$ cat config.mk
export PLATFORM = sky130hd
export DESIGN_NAME = bus_cond_sequencer
export DESIGN_NICKNAME = d
export VERILOG_FILES = /design/src/rtl/bcs_pkg.sv /design/src/rtl/bcs_line_tracker.sv /design/src/rtl/bcs_settle_timer.sv /design/src/rtl/bcs_seq_fsm.sv /design/src/rtl/bus_cond_sequencer.sv
export SDC_FILE = /design/constraint.sdc
export NUM_CORES = 1
export LEC_CHECK = 0
export BUFFER_PORTS_ARGS = -buffer_cell sky130_fd_sc_hd__buf_2
export CAP_MARGIN = 0
export CORE_MARGIN = 4
export CORE_UTILIZATION = 56
export CTS_BUF_LIST = sky130_fd_sc_hd__clkbuf_8
export DETAILED_ROUTE_END_ITERATION = 7
export PLACE_DENSITY = 0.8
export SLEW_MARGIN = 15
export SYNTH_ARGS = -nofsm -noshare
export SYNTH_HDL_FRONTEND = slang
export SYNTH_SLANG_ARGS = --single-unit
export TNS_END_PERCENT = 20
$ cat constraint.sdc
create_clock -name clk -period 2.53 [get_ports clk]
set_input_delay 0.1265 -clock clk [delete_from_list [all_inputs] [get_ports clk]]
set_output_delay 0.1265 -clock clk [all_outputs]
set_load 0.01 [all_outputs]
$ cat src/rtl/bcs_pkg.sv
`timescale 1ns/1ps
package bcs_pkg;

    typedef enum logic [3:0] {
        ST_IDLE,
        ST_S_DROP,
        ST_S_WLATE,
        ST_S_RAISE,
        ST_S_PULL,
        ST_S_LOWER,
        ST_P_DROP,
        ST_P_WLATE,
        ST_P_RAISE,
        ST_P_FREE,
        ST_P_WAITHI,
        ST_DONE
    } bcs_state_e;

endpackage

$ cat src/rtl/bcs_line_tracker.sv
`timescale 1ns/1ps
// Follows the clock line level from edge pulses and remembers whether the
// delayed fall marker has arrived since the last fall.
module bcs_line_tracker (
    input  logic clk,
    input  logic rst_n,
    input  logic rise_p,
    input  logic fall_p,
    input  logic late_p,
    output logic scl_hi,
    output logic late_ok
);

    logic scl_q;
    logic late_q;

    always_ff @(posedge clk) begin
        if (!rst_n) begin
            scl_q  <= 1'b1;
            late_q <= 1'b1;
        end else begin
            if (fall_p) begin
                scl_q  <= 1'b0;
                late_q <= 1'b0;
            end else begin
                if (rise_p) scl_q <= 1'b1;
                if (late_p) late_q <= 1'b1;
            end
        end
    end

    assign scl_hi  = scl_q;
    assign late_ok = late_q;

    // the delayed marker only becomes valid while the clock is low
    assert_late_low_R5: assert property (@(posedge clk) disable iff (!rst_n)
        $rose(late_q) |-> !scl_q);

endmodule

$ cat src/rtl/bcs_settle_timer.sv
`timescale 1ns/1ps
// Down counter reloaded on each state entry; settled once it reaches zero.
module bcs_settle_timer #(
    parameter int SETTLE = 5
) (
    input  logic clk,
    input  logic rst_n,
    input  logic load,
    output logic settled
);

    localparam int CW = (SETTLE > 0) ? $clog2(SETTLE + 1) : 1;
    localparam logic [CW-1:0] LOADV = CW'(SETTLE);

    logic [CW-1:0] cnt_q;

    always_ff @(posedge clk) begin
        if (!rst_n) begin
            cnt_q <= '0;
        end else if (load) begin
            cnt_q <= LOADV;
        end else if (cnt_q != '0) begin
            cnt_q <= cnt_q - 1'b1;
        end
    end

    assign settled = (cnt_q == '0);

    assert_count_bound_R9: assert property (@(posedge clk) disable iff (!rst_n)
        cnt_q <= LOADV);

    assert_reload_R9: assert property (@(posedge clk) disable iff (!rst_n)
        load |=> (cnt_q == LOADV));

endmodule

$ cat src/rtl/bcs_seq_fsm.sv
`timescale 1ns/1ps
module bcs_seq_fsm
    import bcs_pkg::*;
#(
    parameter int SETTLE = 5
) (
    input  logic clk,
    input  logic rst_n,
    input  logic cmd_start,
    input  logic cmd_stop,
    input  logic sda_in,
    input  logic scl_hi,
    input  logic late_ok,
    input  logic rise_p,
    input  logic fall_p,
    input  logic start_seen,
    input  logic stop_seen,
    input  logic settled,
    output logic tmr_load,
    output logic sda_pull,
    output logic req_rise,
    output logic req_fall,
    output logic done
);

    bcs_state_e state_q, state_d;
    logic       armed_q;
    logic       accept;

    assign accept   = (state_q == ST_IDLE) && armed_q && (cmd_start || cmd_stop);
    assign tmr_load = (state_d != state_q);

    // state register and command arming
    always_ff @(posedge clk) begin
        if (!rst_n) begin
            state_q <= ST_IDLE;
            armed_q <= 1'b1;
        end else begin
            state_q <= state_d;
            if (accept) begin
                armed_q <= 1'b0;
            end else if (!cmd_start && !cmd_stop) begin
                armed_q <= 1'b1;
            end
        end
    end

    // next state
    always_comb begin
        state_d = state_q;
        unique case (state_q)
            ST_IDLE: begin
                if (accept) begin
                    if (cmd_start) begin
                        if (!scl_hi)     state_d = ST_S_WLATE;
                        else if (sda_in) state_d = ST_S_PULL;
                        else             state_d = ST_S_DROP;
                    end else begin
                        if (!scl_hi)     state_d = ST_P_WLATE;
                        else if (sda_in) state_d = ST_P_DROP;
                        else             state_d = ST_P_WAITHI;
                    end
                end
            end
            ST_S_DROP:   if (fall_p)     state_d = ST_S_WLATE;
            ST_S_WLATE:  if (late_ok)    state_d = ST_S_RAISE;
            ST_S_RAISE:  if (rise_p)     state_d = ST_S_PULL;
            ST_S_PULL:   if (start_seen) state_d = ST_S_LOWER;
            ST_S_LOWER:  if (fall_p)     state_d = ST_DONE;
            ST_P_DROP:   if (fall_p)     state_d = ST_P_WLATE;
            ST_P_WLATE:  if (late_ok)    state_d = ST_P_RAISE;
            ST_P_RAISE:  if (rise_p)     state_d = ST_P_FREE;
            ST_P_FREE:   if (stop_seen)  state_d = ST_DONE;
            ST_P_WAITHI: if (sda_in)     state_d = ST_DONE;
            ST_DONE:                     state_d = ST_IDLE;
            default:                     state_d = ST_IDLE;
        endcase
    end

    // outputs
    always_comb begin
        sda_pull = 1'b0;
        req_rise = 1'b0;
        req_fall = 1'b0;
        done     = 1'b0;
        unique case (state_q)
            ST_S_DROP:   req_fall = settled;
            ST_S_RAISE:  req_rise = settled;
            ST_S_PULL:   sda_pull = 1'b1;
            ST_S_LOWER: begin
                sda_pull = 1'b1;
                req_fall = settled;
            end
            ST_P_DROP:   req_fall = settled;
            ST_P_RAISE: begin
                sda_pull = 1'b1;
                req_rise = settled;
            end
            ST_P_FREE:   sda_pull = !settled;
            ST_DONE:     done = 1'b1;
            default: begin
                sda_pull = 1'b0;
            end
        endcase
    end

    assert_req_exclusive_R2: assert property (@(posedge clk) disable iff (!rst_n)
        !(req_rise && req_fall));

    assert_rise_held_R2: assert property (@(posedge clk) disable iff (!rst_n)
        (req_rise && !rise_p) |=> req_rise);

    assert_fall_held_R2: assert property (@(posedge clk) disable iff (!rst_n)
        (req_fall && !fall_p) |=> req_fall);

    assert_done_single_R10: assert property (@(posedge clk) disable iff (!rst_n)
        done |=> !done);

    assert_quiet_after_done_R10: assert property (@(posedge clk) disable iff (!rst_n)
        done |=> (!sda_pull && !req_rise && !req_fall));

    assert_settle_gap_R9: assert property (@(posedge clk) disable iff (!rst_n)
        ((SETTLE > 0) && $rose(req_rise || req_fall)) |-> $stable(sda_pull));

endmodule

$ cat src/rtl/bus_cond_sequencer.sv
`timescale 1ns/1ps
module bus_cond_sequencer #(
    parameter int SETTLE = 5
) (
    input  logic clk,
    input  logic rst_n,
    input  logic cmd_start,
    input  logic cmd_stop,
    input  logic sda_in,
    input  logic scl_rise_pulse,
    input  logic scl_fall_pulse,
    input  logic scl_fall_late_pulse,
    input  logic start_seen,
    input  logic stop_seen,
    output logic sda_pull,
    output logic req_rise,
    output logic req_fall,
    output logic done
);

    logic scl_hi;
    logic late_ok;
    logic settled;
    logic tmr_load;

    bcs_line_tracker u_track (
        .clk     (clk),
        .rst_n   (rst_n),
        .rise_p  (scl_rise_pulse),
        .fall_p  (scl_fall_pulse),
        .late_p  (scl_fall_late_pulse),
        .scl_hi  (scl_hi),
        .late_ok (late_ok)
    );

    bcs_settle_timer #(.SETTLE(SETTLE)) u_timer (
        .clk     (clk),
        .rst_n   (rst_n),
        .load    (tmr_load),
        .settled (settled)
    );

    bcs_seq_fsm #(.SETTLE(SETTLE)) u_fsm (
        .clk        (clk),
        .rst_n      (rst_n),
        .cmd_start  (cmd_start),
        .cmd_stop   (cmd_stop),
        .sda_in     (sda_in),
        .scl_hi     (scl_hi),
        .late_ok    (late_ok),
        .rise_p     (scl_rise_pulse),
        .fall_p     (scl_fall_pulse),
        .start_seen (start_seen),
        .stop_seen  (stop_seen),
        .settled    (settled),
        .tmr_load   (tmr_load),
        .sda_pull   (sda_pull),
        .req_rise   (req_rise),
        .req_fall   (req_fall),
        .done       (done)
    );

endmodule

==> out/qor.yml <==
logic_synthesis:
  mean_post_synth_cell_area_um2: 8.15
  synthesis.area_um2: 782
  syn-num-nets: 108
  ys_top_cells_by_area: "dfxtp_1 26%, nand2_1 4.8%, nand3b_1 4.8%"
  synth-xor-area-share_pct: 3.36
  yosys_register_bits: 10
  yosys.area_share.adder_pct: 3.20
  synth-simple-area-share_pct: 30.6
  synthDistinctLibCells: 42
  post-synth-top-area-fraction_pct: 25.6
  synth_flop_cell: "dfxtp_1"
  synth_edf_count: 0
  synth-compound-area-share_pct: 28.6
  synth_area_leader_cell: "dfxtp_1"
  synth_top_family_by_area: "simple AND/OR/NAND/NOR gates"
  synth.mux.area_fraction_pct: 2.72
  synth_seq_area_share_pct: 25.6
  async_flop_share_pct: 0
  synth.yosys.warnings: 0
  postSynthCellCount: 96
place:
  gpl.final_weighted_congestion: 0.909
  place_hpwl_mm: 1.33
  io_buffer_count: 13
  placed_cells: 119
cells_and_area:
  syn2layout_area_growth_pct: 12.0
  num-nets-final: 121
  fillCellCount: 121
  instances_no_fill: 122
  multi_input_comb_area_um2: 536
  final_util_pct: 67.3
  post_route_cells_drive_above_1_share_pct: 24.3
  sequential_cell_area_um2: 200
  diodes: 0
timing:
  worst_pin_slew_ps: 445
  setup-violations-final: 0
  final_max_slew_viol_count: 0
  timing.setup.tns_ps: 0
  final.setup_skew_ps: 3.65
  timing.fmax_ghz: 0.472
  finalHoldViolCount: 0
  relSlewSlack_pct: 70.3
  final.min_clock_period_ps: 2120
  rsz0062_at_grt: "no"
  fin_crit_sh_pct: 83.7
clocking:
  cts_max_level: 1
  clock_buffers_created_by_tritoncts: 3
  cts_setup_buffers: 0
  clock_transition_at_path_regs_ps: 40
  tritoncts: "yes"
  hold_buffers: 0
  tritoncts_num_sinks: 10
  worstSkewPairLatency_ps: 230
  library_cell_used_as_clock_root_buffer: "clkbuf_8"
  cts_resized: 0
  cts_buffer_depth: 2
detailed_routing:
  drt_first_pass_iters: 4
  drc: 0
  routedWlPerCell_um: 13.7
  avgViaCountPerCell: 5.89
  dr.first_iter.drc_count: 20
  drt-total-wl_mm: 1.67
  route.antenna.remaining_nets: 0
  num_vias: 719
worst_setup_path:
  crit_path_max_fanout: 11
  setup.worst_path.class: "reg -> reg"
  worst_setup_path_end_kind: "flip-flop"
  worstSetupStartpointType: "flip-flop"
  worst_ep_arrival_time_ps: 2240
  required_time_of_the_critical_path_ps: 2650
power_and_ir_drop:
  netSwitchingPower_w: 0.000435
  sequential_power_share_pct: 30.0
  worst_ir_drop_vdd_mv: 0.793
  power.leakage_nw: 0.377
  cellPowerDensity_nw_per_um2: 1170
  share_clk_of_total_power_pct: 15.1
  combinationalPowerShare_pct: 54.9
  intPower_w: 0.000590
  switching_share_pct: 42.4
floorplanning:
  dieWidth_um: 45.4
  initial_core_utilization_pct: 60.1
  core-area_um2: 1300
  ios: 14
  design.die.area_um2: 2060
  die_h_um: 45.4
  row_count: 13
run_status:
  run_status: "finished clean"
flow_run:
  maxCapViolCount: 0
min_path:
  min-delay-path-class: "in -> reg"
grt:
  gr-total-overflow: 0
  antenna_found_initial: 0
  grtUsageTotal_pct: 20.1
  wire_length_of_the_first_global_routing_pass_mm: 2.98
  grt_start_max_net_pins: 15
  grt_pass1_vias: 660
==> area by class of cell <==
type	count	share of cell area [%]
Inverter	4	1.71
Tap cell	15	2.14
Timing Repair Buffer	13	7.43
Clock buffer	3	4.71
Sequential cell	10	22.9
Multi-Input combinational cell	77	61.1
==> logic make-up after synthesis <==
kind of cell               Yosys count
and+or+nand+nor                     41
adders and majority gates            2
buffers and inverters                9
muxes                                2
xor gates and xnor gates             3
DFF                                 10
AOI/OAI and AO/OA                   29
==> flip-flops by register name, summed over array words and instances (netlist names) <==
register and count:
u_fsm.armed_q 1, u_fsm.state_q 4, u_timer.cnt_q 3, u_track.late_ok 1, u_track.scl_hi 1
==> metrics by stage <==
stage | power, W | setup slack (ps) | hold slack, ps | area, um^2
2_1_floorplan | 0.000779 | 675 | 238 | 782
3_3_place_gp | 0.000852 | 452 | 356 | 835
3_5_place_dp | 0.000870 | 434 | 365 | 835
4_1_cts | 0.00103 | 438 | 125 | 876
5_1_grt | 0.00111 | 250 | 141 | 876
6_report | 0.00102 | 413 | 133 | 876
==> critical path, stage by stage (launching register included) <==
cell	delay, ps
dfxtp_1	590
nor2b_2	140
a21o_1	190
a2111oi_2	440
and3b_1	240
o221ai_2	120
o31a_1	290
==> metal layers <==
metal / vias up / GRT usage (%) / wire (um) / share of wire [%]
li1: 373 / - / - / -
met1: 324 / 28.8 / 832 / 50
met2: 18 / 28.8 / 724 / 43
met3: 4 / 5.14 / 101 / 6.0
met4: 0 / 7.02 / 17 / 1.0
met5: - / 0 / 0 / 0
==> Yosys cell counts (2+ instances only) <==
cell / instances
a211oi_1: 3
a21oi_1: 4
a221oi_1: 2
clkbuf_1: 2
dfxtp_1: 10
ha_1: 2
inv_1: 4
nand2_1: 10
nand3b_1: 5
nor2_1: 8
nor2b_1: 6
nor3_1: 3
o211ai_1: 2
o21ai_0: 5
o31a_1: 2
xnor2_1: 2
==> power by group through the flow <==
stage               Combinational (W)  Clock, W  Sequential [W]
floorplan                    0.000541         0        0.000238
global placement             0.000547         0        0.000305
detailed placement           0.000565         0        0.000305
CTS                          0.000564  0.000159        0.000304
global route                 0.000630  0.000167        0.000318
finish                       0.000562  0.000155        0.000308
==> cells in the final DEF (no fill, tap or decap), drive strengths merged, types with 4 or more instances in the layout <==
cell / Yosys / final
buf: 3 / 13
nand2: 10 / 10
dfxtp: 10 / 10
nor2: 8 / 8
nor2b: 8 / 8
nand3b: 5 / 5
o21ai: 5 / 5
inv: 4 / 4
a21oi: 4 / 4
a211oi: 4 / 4
==> worst paths after layout <==
check        slack, ps  cells after the start              from                to
max reg2reg        410                      6  u_fsm.state_q[1]  u_timer.cnt_q[2]
min reg2reg        480                      2     u_fsm.armed_q     u_fsm.armed_q
max                410                      6  u_fsm.state_q[1]  u_timer.cnt_q[2]
min                130                      2          cmd_stop     u_fsm.armed_q
Power figures use the tool's default switching activity.
